$ cat config.mk
export PLATFORM = sky130hd
export DESIGN_NAME = ivt_timer
export DESIGN_NICKNAME = d
export VERILOG_FILES = /design/src/rtl/ivt_pkg.sv /design/src/rtl/ivt_ctrl_reg.sv /design/src/rtl/ivt_prescaler.sv /design/src/rtl/ivt_counter.sv /design/src/rtl/ivt_irq.sv /design/src/rtl/ivt_timer.sv
export SDC_FILE = /design/constraint.sdc
export NUM_CORES = 1
export LEC_CHECK = 0
export ABC_AREA = 0
export BUFFER_PORTS_ARGS = -buffer_cell sky130_fd_sc_hd__buf_2
export CAP_MARGIN = 20
export CORE_ASPECT_RATIO = 1.75
export CORE_MARGIN = 2
export CORE_UTILIZATION = 40
export DETAILED_ROUTE_END_ITERATION = 7
export GPL_TIMING_DRIVEN = 0
export PLACE_DENSITY = 0.58
export SKIP_CTS_REPAIR_TIMING = 1
export SLEW_MARGIN = 30
export SYNTH_ARGS = -nofsm -noshare
export SYNTH_HDL_FRONTEND = slang
export SYNTH_SLANG_ARGS = --single-unit
$ cat constraint.sdc
create_clock -name clk_i -period 3.9 [get_ports clk_i]
set_clock_uncertainty 0.05 [all_clocks]
set_input_delay 0.195 -clock clk_i [delete_from_list [all_inputs] [get_ports clk_i]]
set_output_delay 0.195 -clock clk_i [all_outputs]
set_load 0.1 [all_outputs]
$ cat src/rtl/ivt_pkg.sv
package ivt_pkg;
   // control register bit positions
   localparam int unsigned CTL_SEL_LSB  = 0;
   localparam int unsigned CTL_RST_BIT  = 3;
   localparam int unsigned CTL_SRC_BIT  = 4;
   localparam int unsigned CTL_FCLR_BIT = 7;
   localparam int unsigned CTL_MIN_W    = 8;

   typedef enum logic {
      SRC_SYS = 1'b0,
      SRC_RC  = 1'b1
   } src_e;
endpackage

$ cat src/rtl/ivt_ctrl_reg.sv
module ivt_ctrl_reg
   import ivt_pkg::*;
#(
   parameter int unsigned DATA_W = 8,
   parameter int unsigned SEL_W  = 3
) (
   input  logic              clk_i,
   input  logic              rst_ni,
   input  logic              wr_i,
   input  logic [DATA_W-1:0] wdata_i,
   output logic [SEL_W-1:0]  sel_o,
   output src_e              src_o,
   output logic              restart_o,
   output logic              flag_clr_o
);
   generate
      if (DATA_W < CTL_MIN_W) begin : g_bad_w
         $error("ivt_ctrl_reg: DATA_W too small for control layout");
      end
      if (SEL_W + CTL_SEL_LSB > CTL_RST_BIT) begin : g_bad_sel
         $error("ivt_ctrl_reg: ratio field overlaps restart bit");
      end
   endgenerate

   logic [SEL_W-1:0] sel_q;
   src_e             src_q;
   logic             restart_q;

   always_ff @(posedge clk_i or negedge rst_ni) begin
      if (!rst_ni) begin
         sel_q     <= '0;
         src_q     <= SRC_SYS;
         restart_q <= 1'b0;
      end else begin
         restart_q <= wr_i & wdata_i[CTL_RST_BIT];
         if (wr_i) begin
            sel_q <= wdata_i[CTL_SEL_LSB +: SEL_W];
            src_q <= src_e'(wdata_i[CTL_SRC_BIT]);
         end
      end
   end

   assign sel_o      = sel_q;
   assign src_o      = src_q;
   assign restart_o  = restart_q;
   assign flag_clr_o = wr_i & wdata_i[CTL_FCLR_BIT];

   logic unused_wdata;
   assign unused_wdata = ^wdata_i;


   restart_self_clear_chk: assert property (@(posedge clk_i) disable iff (!rst_ni)
      (restart_q && !wr_i) |=> !restart_q);
endmodule

$ cat src/rtl/ivt_prescaler.sv
module ivt_prescaler
   import ivt_pkg::*;
#(
   parameter int unsigned SEL_W    = 3,
   parameter int unsigned MIN_LOG  = 3,
   parameter bit          RC_EN    = 1'b1
) (
   input  logic             clk_i,
   input  logic             rst_ni,
   input  logic             restart_i,
   input  src_e             src_i,
   input  logic             osc_tick_i,
   input  logic [SEL_W-1:0] sel_i,
   output logic             tick_o
);
   localparam int unsigned NTAP  = 2 ** SEL_W;
   localparam int unsigned PRE_W = MIN_LOG + NTAP - 1;

   generate
      if (MIN_LOG < 1) begin : g_bad_log
         $error("ivt_prescaler: MIN_LOG must be at least 1");
      end
   endgenerate

   logic             evt;
   logic [PRE_W-1:0] div_q;
   logic [NTAP-1:0]  tap;

   generate
      if (RC_EN) begin : g_src_mux
         assign evt = (src_i == SRC_RC) ? osc_tick_i : 1'b1;
      end else begin : g_src_fixed
         logic unused_src;
         assign unused_src = osc_tick_i ^ src_i;
         assign evt = 1'b1;
      end
   endgenerate

   // one tap per ratio: fires when the low (k+MIN_LOG) bits are all ones
   for (genvar k = 0; k < NTAP; k++) begin : g_tap
      assign tap[k] = &div_q[k+MIN_LOG-1:0];
   end

   always_ff @(posedge clk_i or negedge rst_ni) begin
      if (!rst_ni)       div_q <= '0;
      else if (restart_i) div_q <= '0;
      else if (evt)      div_q <= div_q + 1'b1;
   end

   assign tick_o = evt & tap[sel_i];


   restart_no_tick_chk: assert property (@(posedge clk_i) disable iff (!rst_ni)
      restart_i |=> !tick_o);

   rc_gate_chk: assert property (@(posedge clk_i) disable iff (!rst_ni)
      (src_i == SRC_RC && !osc_tick_i) |-> !tick_o);
endmodule

$ cat src/rtl/ivt_counter.sv
module ivt_counter #(
   parameter int unsigned CNT_W = 8
) (
   input  logic             clk_i,
   input  logic             rst_ni,
   input  logic             restart_i,
   input  logic             tick_i,
   output logic [CNT_W-1:0] cnt_o,
   output logic             wrap_o
);
   localparam logic [CNT_W-1:0] CNT_MAX = '1;

   logic [CNT_W-1:0] cnt_q;

   always_ff @(posedge clk_i or negedge rst_ni) begin
      if (!rst_ni)        cnt_q <= '0;
      else if (restart_i) cnt_q <= '0;
      else if (tick_i)    cnt_q <= cnt_q + 1'b1;
   end

   assign cnt_o  = cnt_q;
   assign wrap_o = tick_i & ~restart_i & (cnt_q == CNT_MAX);


   restart_wins_chk: assert property (@(posedge clk_i) disable iff (!rst_ni)
      restart_i |=> (cnt_q == '0));

   step_one_chk: assert property (@(posedge clk_i) disable iff (!rst_ni)
      (tick_i && !restart_i) |=> (cnt_q == $past(cnt_q) + 1'b1));

   hold_chk: assert property (@(posedge clk_i) disable iff (!rst_ni)
      (!tick_i && !restart_i) |=> $stable(cnt_q));
endmodule

$ cat src/rtl/ivt_irq.sv
module ivt_irq (
   input  logic clk_i,
   input  logic rst_ni,
   input  logic wrap_i,
   input  logic ack_i,
   input  logic flag_clr_i,
   output logic flag_o,
   output logic wdt_tick_o
);
   logic flag_q;
   logic wdt_q;

   always_ff @(posedge clk_i or negedge rst_ni) begin
      if (!rst_ni) begin
         flag_q <= 1'b0;
         wdt_q  <= 1'b0;
      end else begin
         wdt_q <= wrap_i;
         if (wrap_i)                  flag_q <= 1'b1;
         else if (ack_i || flag_clr_i) flag_q <= 1'b0;
      end
   end

   assign flag_o     = flag_q;
   assign wdt_tick_o = wdt_q;


   wrap_sets_flag_chk: assert property (@(posedge clk_i) disable iff (!rst_ni)
      wrap_i |=> flag_q);

   flag_hold_chk: assert property (@(posedge clk_i) disable iff (!rst_ni)
      (flag_q && !ack_i && !flag_clr_i) |=> flag_q);

   wdt_pulse_chk: assert property (@(posedge clk_i) disable iff (!rst_ni)
      (wdt_q && !wrap_i) |=> !wdt_q);
endmodule

$ cat src/rtl/ivt_timer.sv
module ivt_timer
   import ivt_pkg::*;
#(
   parameter int unsigned CNT_W   = 8,
   parameter int unsigned SEL_W   = 3,
   parameter int unsigned MIN_LOG = 3,
   parameter bit          RC_EN   = 1'b1
) (
   input  logic             clk_i,
   input  logic             rst_ni,
   input  logic             bus_wr_i,
   input  logic [CNT_W-1:0] bus_wdata_i,
   output logic [CNT_W-1:0] rd_data_o,
   input  logic             osc_tick_i,
   input  logic             irq_ack_i,
   output logic             irq_flag_o,
   output logic             wdt_tick_o
);
   generate
      if (CNT_W < 2) begin : g_bad_cnt
         $error("ivt_timer: CNT_W must be at least 2");
      end
   endgenerate

   logic [SEL_W-1:0] sel;
   src_e             src;
   logic             restart;
   logic             flag_clr;
   logic             tick;
   logic             wrap;
   logic [CNT_W-1:0] cnt;

   ivt_ctrl_reg #(.DATA_W(CNT_W), .SEL_W(SEL_W)) ctrl_i (
      .clk_i      (clk_i),
      .rst_ni     (rst_ni),
      .wr_i       (bus_wr_i),
      .wdata_i    (bus_wdata_i),
      .sel_o      (sel),
      .src_o      (src),
      .restart_o  (restart),
      .flag_clr_o (flag_clr)
   );

   ivt_prescaler #(.SEL_W(SEL_W), .MIN_LOG(MIN_LOG), .RC_EN(RC_EN)) pre_i (
      .clk_i      (clk_i),
      .rst_ni     (rst_ni),
      .restart_i  (restart),
      .src_i      (src),
      .osc_tick_i (osc_tick_i),
      .sel_i      (sel),
      .tick_o     (tick)
   );

   ivt_counter #(.CNT_W(CNT_W)) cnt_i (
      .clk_i     (clk_i),
      .rst_ni    (rst_ni),
      .restart_i (restart),
      .tick_i    (tick),
      .cnt_o     (cnt),
      .wrap_o    (wrap)
   );

   ivt_irq irq_i (
      .clk_i      (clk_i),
      .rst_ni     (rst_ni),
      .wrap_i     (wrap),
      .ack_i      (irq_ack_i),
      .flag_clr_i (flag_clr),
      .flag_o     (irq_flag_o),
      .wdt_tick_o (wdt_tick_o)
   );

   assign rd_data_o = cnt;


   wdt_at_zero_chk: assert property (@(posedge clk_i) disable iff (!rst_ni)
      wdt_tick_o |-> (rd_data_o == '0));
endmodule

== Word-level counts from Yosys, hierarchy flattened ==
Index checks and enable logic that the tools add are counted.

* Add/subtract/negate cells: 2
* $lt $le $gt $ge: 1
* Eq/ne operators: 1
* Mux-type cells: 9
* Bitwise operators: 6
* Reductions and logical operators: 12

{| class="wikitable"
|+ Operator list
! kind !! number
|-
| $mux W10 || 2
|-
| $mux W8 || 2
|-
| $add A10 B1 Y10 const B || 1
|-
| $reduce_and A10 Y1 || 1
|-
| $reduce_and A9 Y1 || 1
|-
| $add A8 B1 Y8 const B || 1
|-
| $eq A8 B8 Y1 const B || 1
|-
| $reduce_and A8 Y1 || 1
|-
| $reduce_and A7 Y1 || 1
|-
| $reduce_and A6 Y1 || 1
|-
| $reduce_bool A2 Y1 || 3
|-
| $and A1 B1 Y1 || 5
|-
| $reduce_and A5 Y1 || 1
|-
| $lt A3 B4 Y1 const B || 1
|-
| $mux W1 || 4
|-
| $reduce_and A4 Y1 || 1
|-
| $bmux W1 S3 || 1
|-
| $reduce_and A3 Y1 || 1
|-
| $logic_or A1 B1 Y1 || 1
|-
| $not A1 Y1 || 1
|}

* Register bits: 25
* Bits of input ports: 13
* Output and inout bits: 10
* Word-level logic and storage cells: 38

== Logic depth before layout (Yosys ltp) ==
Gate-level depths: netlist (run 1).

* Depth after elaboration: 7
* Gate-level depth with buffers: 10
* Depth with buffers taken out: 9

== By module ==
A second synthesis (run 1) with hierarchy kept.

* Cells, all modules: 123
* Area total of the unflattened synthesis: 1271.2 µm²

{| class="wikitable"
|+ Modules (own cells, without submodules)
! module !! instances !! cells an instance !! area each (µm²) !! seq. area each (µm²)
|-
| ivt_prescaler || 1 || 69 || 620.6 || 250.2
|-
| ivt_counter || 1 || 39 || 404.1 || 200.2
|-
| ivt_ctrl_reg || 1 || 11 || 185.2 || 125.1
|-
| ivt_irq || 1 || 4 || 61.3 || 50.0
|}

== Worst setup path after synthesis (run 1) ==
OpenSTA, ideal clock, no wires.

* Path type: register -> register
* From: register cnt_i.cnt_q[0] (netlist: cnt_i.cnt_o[0])
* To: register cnt_i.cnt_q[6] (netlist: cnt_i.cnt_o[6])
* Library setup time: 0.078 ns
* Data arrival time: 2.249 ns
* Data required time: 3.772 ns
* Setup slack: 1.523 ns
* Stages on the path, launching flop included: 6
* Clock period less this slack: 2.377 ns
* Path through: dfrtp_1 -> ha_1 -> nand3_1 -> or3_1 -> or4_1 -> a21oi_1

* Cells in the longest elaborated chain, start to end: 3

{| class="wikitable"
|+ RTL lines
! element !! RTL line !! RTL
|-
| start, declared || ivt_counter.sv:13 || <nowiki>logic [CNT_W-1:0] cnt_q;</nowiki>
|-
| start signal, assigned || ivt_counter.sv:18 || <nowiki>else if (tick_i) cnt_q <= cnt_q + 1'b1;</nowiki>
|-
| $add A8 B1 Y8 || ivt_counter.sv:18 ||
|-
| $mux W8 || ivt_counter.sv:18 ||
|-
| $mux W8 || ivt_counter.sv:17 || <nowiki>else if (restart_i) cnt_q <= '0;</nowiki>
|}

Every way passes these cells. The select of a mux whose other input is x is not followed.
A chain may end at the register's enable or synchronous reset.

== Worst setup path after layout (run 1) ==
* From: register pre_i.div_q[0]
* To: register cnt_i.cnt_q[5] (netlist: cnt_i.cnt_o[5])

* Cells in the longest elaborated chain, start to end: 5
* Elaborated cells between the ends (all ways): 12
* Those cells by class: mux: 2; bitwise: 1; reduce/logical: 9

{| class="wikitable"
|+ RTL lines
! element !! RTL line !! RTL
|-
| start, declared || ivt_prescaler.sv:26 || <nowiki>logic [PRE_W-1:0] div_q;</nowiki>
|-
| start signal, assigned || ivt_prescaler.sv:47 || <nowiki>else if (evt) div_q <= div_q + 1'b1;</nowiki>
|-
| $reduce_and A10 Y1 (tied with other cells) || ivt_prescaler.sv:41 || <nowiki>assign tap[k] = &div_q[k+MIN_LOG-1:0];</nowiki>
|-
| $bmux W1 S3 * || ivt_prescaler.sv:50 || <nowiki>assign tick_o = evt & tap[sel_i];</nowiki>
|-
| $mux W1 (not written as such) * || ivt_prescaler.sv:50 ||
|-
| $and A1 B1 Y1 * || ivt_prescaler.sv:50 ||
|-
| $reduce_bool A2 Y1 (no source line) * || -- ||
|}

Every way passes the cells marked *; elsewhere a longest branch is shown, timed or not. The select of a mux whose other input is x is not followed.

==> implementation parameters, run 1 <==
Parameter                              Value

Global route
  Global routing usage summed across all routing layers ... 16.86%
  Overflow left after global routing ... 0
  Antenna violations before repair ... 0
  Global-route wire length before repair ... 4685 um
  Largest net degree at the start of global routing ... 26
  Number of global-route vias before repair ... 1,092

Logic synthesis
  Biggest area consumer among synthesized cells ... dfrtp_1
  Post-Syn Area ... 0.001321 mm^2
  Register bit count reported by yosys ... 25
  Post-synthesis average cell area ... 9.787 um^2
  Most used standard cell by instance count after synthesis ... dfrtp_1
  Synth top area cells ... dfrtp_1 47%, nand2_1 5.1%, ha_1 4.7%, a21oi_1 3.8%, xnor2_1 2.7%
  Count of different cell masters after synthesis ... 34
  Number of warnings printed during yosys synthesis ... 0
  FFs w/ async S/R, synth ... 100.0%
  Number of enable-type register cells in the synthesized netlist ... 0
  Most common library cells after synthesis ... 25 x dfrtp_1, 18 x nand2_1, 10 x a21oi_1, 8 x nor2_1
  Synth top area share ... 47.35%
  Post-synthesis compound-gate area fraction ... 13.26%
  Top flip-flop cell by instance count after synthesis ... dfrtp_1
  Synthesized-area fraction occupied by xor and xnor cells ... 3.977%
  Share of synthesized cell area in and, or, nand and nor gates ... 23.20%
  Multiplexer fraction of the synthesized cell area ... 4.072%
  Share of the yosys chip area belonging to registers ... 47.35%
  Synthesized instance count ... 135
  Combinational family with the most area after synthesis ... simple AND/OR/NAND/NOR gates
  Synthesized net count ... 153
  Adder and majority gate portion of the synthesized area ... 4.735%

Finish
  Total non-filler cell area in the finished layout ... 0.001525 mm^2
  Post-layout instance count excluding filler cells ... 202
  Share of final-layout standard cells stronger than drive strength 1 ... 20.13%
  Count of fill cells added during filler insertion ... 320
  Number of nets at the end of the flow ... 178
  P&R area growth vs syn ... 15.44%
  Number of diodes added for antenna fixing ... 0

Place
  Post-placement cell count ... 197
  Worst slack after detailed placement ... 1.400 ns
  HPWL reported at the end of detailed placement ... 2076 um
  Routability cong. ... 0.8047
  I/O Buffers ... 19
  Total placed instance area ... 0.001470 mm^2

Timing
  Final Max Tran Viols ... 0
  Tmin final ... 2.518 ns
  Least setup slack across all paths after layout ... 1.382 ns
  Relative slew slack ... 63.03%
  Final hold violation count ... 0
  Highest clock frequency the design can meet ... 0.3972 GHz
  Unrepaired setup endpoints after global routing ... false
  Transition time of the tightest slew-check pin ... 0.5545 ns
  Setup total negative slack ... 0 ns
  Period utilization ... 64.56%
  Final setup vio count ... 0

Critical path
  Cells on worst reg2reg path ... 9
  Worst Path Class, Setup ... reg -> reg
  Type of element capturing the critical path ... flop
  Arrival @ worst endpoint ... 2.62 ns
  R2r setup slk ... 1.38 ns
  Critical Path RT ... 4.00 ns
  Maximum fanout encountered on the critical timing path ... 6
  Reg-to-reg critical path startpoint ... pre_i.div_q[0]$_DFFE_PN0P_
  Worst Setup Start Kind ... flop
  Worst R2R End ... cnt_i.cnt_o[5]$_DFFE_PN0P_

Pwr
  Static leakage ... 0.0006882 uW
  Power density over the cells ... 392.7 mW/mm^2
  Clock share of power ... 25.1%
  Maximum vdd drop ... 0.2160 mV
  Power share of the combinational group ... 22.0%
  Sequential fraction of design power ... 52.9%
  Switching power total ... 200.6 uW
  Internal power ... 398.4 uW
  Fraction of power spent switching nets ... 33.48%
  Total power after layout ... 599.0 uW

Clock tree
  Clock sink total ... 25
  CTS H-tree lvls ... 1
  Register clock-pin slew on the reported worst setup and hold paths ... 0.08 ns
  Max Root-Sink Buffers ... 2
  TritonCTS clock tree ... done
  Cell at the root of the clock tree ... clkbuf_8
  Later-pin clock latency in the skew report ... 0.26 ns
  Number of buffers created by CTS ... 3

Die
  Chip width ... 47.45 um
  Standard-cell rows ... 27
  Die Y ... 80.03 um
  Std-Cell Core Area ... 0.003142 mm^2
  Top-Level Pins ... 23
  Starting density of the core ... 42.05%
  Die area ... 0.003797 mm^2

Drt
  Routed WL per cell ... 13.36 um
  Via count ... 1,052
  Final routed DRC violation total ... 0
  Antenna Nets Post-Route ... 0
  Iteration count of the initial detailed-routing pass ... 4
  Routed vias/inst ... 5.208
  Starting DRT DRC Count ... 19
  Final WL ... 2698 um

Min path
  Hold Startpoint ... bus_wdata_i[3]
  Cell count of the worst hold path ... 2
  Worst hold path endpoint ... ctrl_i.restart_o$_DFF_PN0_
  Type of the tightest min-delay check ... in -> reg

Job
  Number of maximum-capacitance constraint violations ... 0

Run status
  Result of the run ... completed
layout by cell type, fill, tap and decap left out, drive strengths merged:
cell,count
a211oi,1
a21oi,10
a221oi,1
and2,1
buf,19
clkbuf,10
dfrtp,25
dlygate4sd3,1
ha,5
inv,6
mux2,3
mux2i,2
nand2,18
nand2b,2
nand3,4
nand3b,1
nand4,4
nor2,9
nor2b,2
nor3,3
nor4,3
o211ai,1
o21ai,7
o31ai,5
o41ai,1
or2,1
or3,4
or4,4
xnor2,4
xor2,2
cell type report:
cell class | instances | area [um^2] | share of cell area [%]
Inverter | 6 | 22.52 | 1.477
Sequential cell | 25 | 625.6 | 41.02
Multi-Input combinational cell | 98 | 650.6 | 42.66
Clock buffer | 4 | 45.04 | 2.953
Buffer | 6 | 22.52 | 1.477
Tap cell | 43 | 53.80 | 3.527
Timing Repair Buffer | 20 | 105.1 | 6.891
worst max-delay path by stage:
stage                          startpoint  slack [ns]  cells after the start                          to
3_5_place_dp   pre_i.div_q[0]$_DFFE_PN0P_        1.40                      9  cnt_i.cnt_o[5]$_DFFE_PN0P_
2_1_floorplan  cnt_i.cnt_o[0]$_DFFE_PN0P_        1.52                      5  cnt_i.cnt_o[6]$_DFFE_PN0P_
4_1_cts        pre_i.div_q[0]$_DFFE_PN0P_        1.38                      9  cnt_i.cnt_o[5]$_DFFE_PN0P_
6_report       pre_i.div_q[0]$_DFFE_PN0P_        1.38                      9  cnt_i.cnt_o[5]$_DFFE_PN0P_
5_1_grt        pre_i.div_q[1]$_DFFE_PN0P_        1.23                     10  cnt_i.cnt_o[7]$_DFFE_PN0P_
3_3_place_gp   pre_i.div_q[0]$_DFFE_PN0P_        1.42                      9  cnt_i.cnt_o[5]$_DFFE_PN0P_
cell families after synthesis:
| family | after synthesis |
|---|---|
| buffers and inverters | 12 |
| DFF | 25 |
| and+or+nand+nor | 56 |
| adders and majority gates | 5 |
| xor gates and xnor gates | 6 |
| AOI/OAI and AO/OA | 26 |
| muxes | 5 |
registers in the layout, summed over array words and instances, names as in the netlist:
| register | cells |
|---|---|
| irq_i.flag_o | 1 |
| cnt_i.cnt_o | 8 |
| ctrl_i.restart_o | 1 |
| pre_i.div_q | 10 |
| irq_i.wdt_tick_o | 1 |
| ctrl_i.sel_o | 3 |
| ctrl_i.src_o | 1 |
routing by layer:
layer	GRT usage [%]	share of wire, %
met4	5.556	1.4
met1	18.88	41
met2	30.00	56
met5	0	0
met3	2.941	2.1
worst max-delay path: stages, from the launching register on:
cell	delay, ns
dfrtp_1	0.41
ha_1	0.25
nand3_4	0.13
nor3_4	0.23
ha_1	0.17
nand2_1	0.07
o31ai_2	0.09
a221oi_2	0.14
or4_1	0.56
mux2_1	0.32
power by group through the flow:
| stage | Sequential [uW] | Combinational [uW] | Clock (uW) |
|---|---|---|---|
| final | 317 | 132 | 150 |
| after global routing | 322 | 148 | 167 |
| after CTS | 317 | 133 | 159 |
| after detailed placement | 321 | 132 | 0 |
| after global placement | 320 | 127 | 0 |
| after floorplan | 348 | 67.1 | 0 |
per-stage QoR:
step	hold WS, ns	util [%]
2_1_floorplan	-0.1506	-
3_3_place_gp	0.1643	46.79
3_5_place_dp	0.1728	46.79
4_1_cts	-0.1242	48.23
5_1_grt	0.09045	48.55
6_report	0.08676	48.55
Note: power is estimated with default switching activity, not from simulation.
==> run 2: changes to the inputs <==
--- a/config.mk
+++ b/config.mk
@@ -5,7 +5,7 @@
 export SDC_FILE = /design/constraint.sdc
 export NUM_CORES = 1
 export LEC_CHECK = 0
-export ABC_AREA = 0
+export ABC_AREA = 1
 export BUFFER_PORTS_ARGS = -buffer_cell sky130_fd_sc_hd__buf_2
 export CAP_MARGIN = 20
 export CORE_ASPECT_RATIO = 1.75
@@ -13,7 +13,7 @@
 export CORE_UTILIZATION = 40
 export DETAILED_ROUTE_END_ITERATION = 7
 export GPL_TIMING_DRIVEN = 0
-export PLACE_DENSITY = 0.58
+export PLACE_DENSITY = 0.6
 export SKIP_CTS_REPAIR_TIMING = 1
 export SLEW_MARGIN = 30
 export SYNTH_ARGS = -nofsm -noshare
==> constraint.sdc (replaced) <==
create_clock -name clk_i -period 2.2 [get_ports clk_i]
set_clock_uncertainty 0.05 [all_clocks]
set_input_delay 0.11 -clock clk_i [delete_from_list [all_inputs] [get_ports clk_i]]
set_output_delay 0.11 -clock clk_i [all_outputs]
set_load 0.1 [all_outputs]
==> run 2 against run 1 <==
  * The run now ends with negative hold slack left
  * Combinational power up 130%
  * Worst setup slack lost 1.1 ns
  * Core utilization is essentially flat
  * Synthesized area grew 4.4%
  * Sequential share of layout area decreased by 2.3 points
  * Total power increased by 90%
  * Largest power group unchanged
==> implementation parameters, run 2 <==
Parameter                              Value

Clock tree
  Number of buffers created by CTS ... 3
  TritonCTS clock tree ... done
  Register clock-pin slew on the reported worst setup and hold paths ... 0.09 ns
  Max Root-Sink Buffers ... 2
  Later-pin clock latency in the skew report ... 0.27 ns
  CTS H-tree lvls ... 1
  Cell at the root of the clock tree ... clkbuf_8
  Clock sink total ... 25

Pwr
  Power share of the combinational group ... 27.1%
  Total power after layout ... 1137 uW
  Internal power ... 715.8 uW
  Switching power total ... 421.6 uW
  Maximum vdd drop ... 0.4404 mV
  Clock share of power ... 24.1%
  Sequential fraction of design power ... 48.8%
  Fraction of power spent switching nets ... 37.07%
  Static leakage ... 0.0008880 uW
  Power density over the cells ... 703.6 mW/mm^2

Timing
  Setup total negative slack ... 0 ns
  Final Max Tran Viols ... 0
  Unrepaired setup endpoints after global routing ... false
  Relative slew slack ... 62.12%
  Final setup vio count ... 0
  Least setup slack across all paths after layout ... 0.2759 ns
  Tmin final ... 1.924 ns
  Highest clock frequency the design can meet ... 0.5197 GHz
  Final hold violation count ... 1
  Transition time of the tightest slew-check pin ... 0.5682 ns
  Period utilization ... 87.46%
  Post-route worst hold slack ... -0.006477 ns

Place
  HPWL reported at the end of detailed placement ... 2227 um
  I/O Buffers ... 19
  Worst slack after detailed placement ... 0.2837 ns
  Routability cong. ... 0.7997

Logic synthesis
  Number of enable-type register cells in the synthesized netlist ... 0
  Share of the yosys chip area belonging to registers ... 45.37%
  Synth top area cells ... dfrtp_1 45%, nand2_1 11%, nand3_1 6.9%, inv_1 5.2%, nand4_1 5.0%
  Biggest area consumer among synthesized cells ... dfrtp_1
  Register bit count reported by yosys ... 25
  Synthesized instance count ... 168
  Post-synthesis average cell area ... 8.207 um^2
  FFs w/ async S/R, synth ... 100.0%
  Number of warnings printed during yosys synthesis ... 0
  Most common library cells after synthesis ... 40 x nand2_1, 25 x dfrtp_1, 19 x inv_1, 19 x nand3_1, 12 x nor2_1
  Top flip-flop cell by instance count after synthesis ... dfrtp_1
  Synth top area share ... 45.37%
  Synthesized net count ... 186
  Post-Syn Area ... 0.001379 mm^2
  Count of different cell masters after synthesis ... 24
  Most used standard cell by instance count after synthesis ... nand2_1

Drt
  Via count ... 1,204
  Starting DRT DRC Count ... 15
  Iteration count of the initial detailed-routing pass ... 4
  Final WL ... 2919 um
  Routed WL per cell ... 12.16 um
  Routed vias/inst ... 5.017
  Antenna Nets Post-Route ... 0
  Final routed DRC violation total ... 0

Critical path
  Worst Setup Start Kind ... flop
  Cells along the critical path ... ha_1, nand3_1, nor3_1, ha_1, nor2_1, nor2_1, nand2_1, nand2_4, nand3_4, nand3_1, nand2_1
  Type of element capturing the critical path ... flop
  Critical Path RT ... 2.31 ns
  Arrival @ worst endpoint ... 2.04 ns
  Critical-path cell with the highest stage delay ... dfrtp_1
  Maximum fanout encountered on the critical timing path ... 10
  Worst Path Class, Setup ... reg -> reg
  Stage delay of the slowest cell on the critical path ... 0.40 ns

Global route
  Global routing usage summed across all routing layers ... 16.65%
  Met1 Track Usage GR ... 16.40%
  Overflow left after global routing ... 0
  Met3 global-route usage ... 2.364%
  Met2 track demand over resource ... 32.08%
  Global-route wire length before repair ... 5016 um
  Number of global-route vias before repair ... 1,154
  Antenna violations before repair ... 0
  Largest net degree at the start of global routing ... 26
  Most Used Layer, Global Route ... met2

Die
  Chip width ... 48.38 um
  Die area ... 0.003951 mm^2
  Top-Level Pins ... 23
  Standard-cell rows ... 28
  Die Y ... 81.67 um
  Starting density of the core ... 41.43%
  Std-Cell Core Area ... 0.003328 mm^2

Finish
  P&R area growth vs syn ... 17.24%
  Number of nets at the end of the flow ... 214
  Top reg by flops ... pre_i.div_q
  Leading cell types in the layout, fill and taps excluded ... 40 x nand2_1, 25 x dfrtp_1, 19 x nand3_1, 19 x inv_1, 19 x buf_2
  Flip-flop count of the largest register, all copies and words added ... 10
  Count of fill cells added during filler insertion ... 339
  Number of diodes added for antenna fixing ... 0
  Most common library cell in the layout ignoring fill and taps ... nand2_1
  Register area ... 625.6 um^2
  Share of final-layout standard cells stronger than drive strength 1 ... 16.92%
  Footprint of the multi-input gates ... 666.9 um^2

Job
  Number of maximum-capacitance constraint violations ... 0

Min path
  Type of the tightest min-delay check ... in -> reg

Run status
  Result of the run ... finished with violations
  Violations in the final reports ... negative hold slack
## run 2: path summary, 6_finish.rpt
check                           depth (start not counted)                        from                          end  slack (ns)
max in group asynchronous                               2                      rst_ni   pre_i.div_q[9]$_DFFE_PN0P_        1.41
worst max register to register                         11  pre_i.div_q[0]$_DFFE_PN0P_   cnt_i.cnt_o[6]$_DFFE_PN0P_        0.28
worst min register to register                          1  pre_i.div_q[5]$_DFFE_PN0P_   pre_i.div_q[5]$_DFFE_PN0P_        0.45
min in group asynchronous                               2                      rst_ni   cnt_i.cnt_o[5]$_DFFE_PN0P_        0.31
worst min-delay path                                    3              bus_wdata_i[2]  ctrl_i.sel_o[2]$_DFFE_PN0P_      -0.006
worst max-delay path                                   11  pre_i.div_q[0]$_DFFE_PN0P_   cnt_i.cnt_o[6]$_DFFE_PN0P_        0.28
## run 2: through the flow
stage	instances	utilization [%]	hold WS [ns]	area, um^2
finish	240	48.57	-0.006477	1617
global route	240	48.57	0.01349	1617
CTS	236	47.37	-0.2048	1577
detailed placement	232	45.98	0.09577	1530
global placement	232	45.98	0.08598	1530
floorplan	168	-	-0.2356	1379
## run 2: layout make-up
cell class	count	share of cell area [%]
Timing Repair Buffer	23	8.359
Inverter	20	4.644
Buffer	3	0.6966
Multi-Input combinational cell	120	41.25
Sequential cell	25	38.70
Tap cell	45	3.483
Clock buffer	3	2.554
Clock inverter	1	0.3096
## run 2: logic make-up (layout without fill, tap and decap cells)
group	count (synthesis)	count (layout)	synth area share [%]
xor gates and xnor gates	5	5	3.176
adders and majority gates	5	5	4.537
DFF	25	25	45.37
AOI/OAI and AO/OA	17	17	7.351
muxes	1	1	0.8166
and+or+nand+nor	92	92	32.49
buffers and inverters	23	50	6.261
## run 2: routing by layer
layer	routed length, um	vias to the layer above
li1	-	609
met1	1153	575
met2	1644	14
met3	53	6
met4	67	0
met5	0	-
## run 2: worst max-delay path, delay by kind of cell (launching register included)
family	cells	cell delay, ns
flops	1	0.40
simple gates	9	0.97
fa+ha+maj	2	0.39
## run 2: power groups by stage
stage                     clock [uW]  sequential [uW]  combinational [uW]
after CTS                        286              555                 308
after detailed placement           0              565                 306
after global routing             305              561                 346
final                            274              555                 308
after global placement             0              560                 299
after floorplan                    0              657                 139
==> run 3: changes to the inputs <==
--- a/config.mk
+++ b/config.mk
@@ -10,10 +10,10 @@
 export CAP_MARGIN = 20
 export CORE_ASPECT_RATIO = 1.75
 export CORE_MARGIN = 2
-export CORE_UTILIZATION = 40
+export CORE_UTILIZATION = 30
 export DETAILED_ROUTE_END_ITERATION = 7
 export GPL_TIMING_DRIVEN = 0
-export PLACE_DENSITY = 0.6
+export PLACE_DENSITY = 0.48
 export SKIP_CTS_REPAIR_TIMING = 1
 export SLEW_MARGIN = 30
 export SYNTH_ARGS = -nofsm -noshare
==> run 3 against run 2 <==
  * The flow still finishes with violations (negative hold slack)
  * Clock-buffer cell count stayed put
  * Register-to-register slack worse by 0.05 ns
  * Routed wire length is 7.5% higher
  * Non-clock buffer count is 2 lower
  * Critical path type unchanged
  * Largest cell class unchanged
  * Highest routed layer unchanged
==> implementation parameters, run 3 (same netlist as run 2, synthesis figures left out) <==
Parameter                              Value

Global route
  Antenna violations before repair ... 0
  Global-route wire length before repair ... 5223 um
  Largest net degree at the start of global routing ... 26
  Number of global-route vias before repair ... 1,217
  Overflow left after global routing ... 0
  Global routing usage summed across all routing layers ... 12.62%

Place
  Total placed instance area ... 0.001538 mm^2
  Routability cong. ... 0.8199
  HPWL reported at the end of detailed placement ... 2326 um
  I/O Buffers ... 19

Die
  Die Y ... 93.68 um
  Chip width ... 55.25 um
  Starting density of the core ... 31.31%
  Die area ... 0.005175 mm^2
  Top-Level Pins ... 23
  Std-Cell Core Area ... 0.004404 mm^2
  Standard-cell rows ... 32

Drt
  Routed WL per cell ... 12.86 um
  Starting DRT DRC Count ... 19
  Final WL ... 3137 um
  Antenna Nets Post-Route ... 0
  Via count ... 1,218
  Final routed DRC violation total ... 0
  Routed vias/inst ... 4.992
  Iteration count of the initial detailed-routing pass ... 4

Finish
  Most common library cell in the layout ignoring fill and taps ... nand2_1
  P&R area growth vs syn ... 16.33%
  Number of nets at the end of the flow ... 212
  Leading cell types in the layout, fill and taps excluded ... 40 x nand2_1, 25 x dfrtp_1, 19 x nand3_1, 19 x inv_1, 19 x buf_2
  Share of final-layout standard cells stronger than drive strength 1 ... 17.10%
  Top reg by flops ... pre_i.div_q
  Flip-flop count of the largest register, all copies and words added ... 10
  Total non-filler cell area in the finished layout ... 0.001604 mm^2
  Number of diodes added for antenna fixing ... 0

Critical path
  Reg-to-reg critical path startpoint ... pre_i.div_q[0]$_DFFE_PN0P_
  Stage delay of the slowest cell on the critical path ... 0.39 ns
  Arrival @ worst endpoint ... 2.08 ns
  Critical-path cell with the highest stage delay ... dfrtp_1
  Critical Path RT ... 2.31 ns
  Worst Path Class, Setup ... reg -> reg
  Maximum fanout encountered on the critical timing path ... 10
  Type of element capturing the critical path ... flop
  R2r setup slk ... 0.23 ns
  Cells on worst reg2reg path ... 11
  Crit path buffers/inverters ... 0
  Worst Setup Start Kind ... flop
  Cells along the critical path ... ha_1, nand3_1, nor3_1, ha_1, nor2_1, nor2_1, nand2_1, nand2_4, nand3_4, nand3_1, nand2_1
  Kind of cell adding the most delay to the critical path ... simple AND/OR/NAND/NOR gates
  Worst R2R End ... cnt_i.cnt_o[4]$_DFFE_PN0P_

Timing
  Setup total negative slack ... 0 ns
  Final hold violation count ... 2
  Period utilization ... 89.59%
  Unrepaired setup endpoints after global routing ... false
  Final Max Tran Viols ... 0
  Final setup vio count ... 0
  Tmin final ... 1.971 ns
  Transition time of the tightest slew-check pin ... 0.5857 ns
  Post-route worst hold slack ... -0.02170 ns
  Highest clock frequency the design can meet ... 0.5074 GHz
  Relative slew slack ... 60.95%

Pwr
  Power share of the combinational group ... 27.1%
  Clock share of power ... 24.4%
  Maximum vdd drop ... 0.6702 mV
  Static leakage ... 0.0008796 uW
  Switching power total ... 425.1 uW
  Fraction of power spent switching nets ... 37.36%
  Sequential fraction of design power ... 48.5%
  Internal power ... 712.8 uW
  Power density over the cells ... 709.4 mW/mm^2

Job
  Number of maximum-capacitance constraint violations ... 0

Min path
  Worst hold path endpoint ... ctrl_i.restart_o$_DFF_PN0_
  Cell count of the worst hold path ... 3
  Hold Startpoint ... bus_wdata_i[3]
  Type of the tightest min-delay check ... in -> reg

Clock tree
  Cell at the root of the clock tree ... clkbuf_8
  CTS H-tree lvls ... 1
  TritonCTS clock tree ... done
  Clock sink total ... 25
  Register clock-pin slew on the reported worst setup and hold paths ... 0.10 ns
  Number of buffers created by CTS ... 3
  Later-pin clock latency in the skew report ... 0.27 ns
  Max Root-Sink Buffers ... 2

Run status
  Violations in the final reports ... negative hold slack
  Result of the run ... finished with violations
run 3: changes by cell type in the layout (fill, tap and decap cells not counted):
cell and delta:
dlygate4sd3_1 -2
run 3: worst reg2reg max path, stage by stage, from the launching register on:
cell and delay, ns:
dfrtp_1 0.39, ha_1 0.23, nand3_1 0.14, nor3_1 0.18
ha_1 0.18, nor2_1 0.04, nor2_1 0.09, nand2_1 0.10
nand2_4 0.16, nand3_4 0.15, nand3_1 0.10, nand2_1 0.07
run 3: power groups by stage:
stage          registers, uW  clock network [uW]  logic [uW]
5_1_grt                  561                 308         337
6_report                 552                 278         308
3_3_place_gp             561                   0         303
2_1_floorplan            657                   0         139
4_1_cts                  554                 290         309
3_5_place_dp             564                   0         307
run 3: how the worst max path moves through the flow:
stage          cells after the start                          to                        from
2_1_floorplan                      7    irq_i.flag_o$_DFFE_PN0P_  cnt_i.cnt_o[0]$_DFFE_PN0P_
3_3_place_gp                      11  cnt_i.cnt_o[5]$_DFFE_PN0P_  pre_i.div_q[0]$_DFFE_PN0P_
3_5_place_dp                      11  cnt_i.cnt_o[0]$_DFFE_PN0P_  pre_i.div_q[0]$_DFFE_PN0P_
4_1_cts                           11  cnt_i.cnt_o[4]$_DFFE_PN0P_  pre_i.div_q[0]$_DFFE_PN0P_
5_1_grt                           11  cnt_i.cnt_o[0]$_DFFE_PN0P_  pre_i.div_q[0]$_DFFE_PN0P_
6_report                          11  cnt_i.cnt_o[4]$_DFFE_PN0P_  pre_i.div_q[0]$_DFFE_PN0P_
run 3: routing by layer:
metal,track usage [%],routed length [um],vias up
met5,0,0,-
met4,6.707,69,0
met3,1.377,74,8
met2,25.00,1759,22
met1,12.38,1233,583
li1,-,-,605
run 3: cell type report:
| type | instances | area (um^2) |
|---|---|---|
| well taps | 51 | 63.81 |
| repair buffers | 21 | 115.1 |
| inverters | 20 | 75.07 |
| fillers | 466 | 2800 |
| plain buffers | 3 | 11.26 |
| flip-flops and latches | 25 | 625.6 |
| multi-input cells | 120 | 666.9 |
| clock buffers | 3 | 41.29 |
| clock inverters | 1 | 5.005 |
run 3: per-stage QoR:
| stage | hold slack (ns) | util, % | power (uW) | worst slack, ns | cells |
|---|---|---|---|---|---|
| 2_1_floorplan | -0.2356 | - | 795.5 | 0.1109 | 168 |
| 3_3_place_gp | 0.09587 | 34.91 | 863.3 | 0.3033 | 238 |
| 3_5_place_dp | 0.09944 | 34.91 | 870.6 | 0.2461 | 238 |
| 4_1_cts | -0.1967 | 35.97 | 1153 | 0.2289 | 242 |
| 5_1_grt | 0.0001524 | 36.42 | 1206 | 0.09764 | 244 |
| 6_report | -0.02170 | 36.42 | 1138 | 0.2291 | 244 |
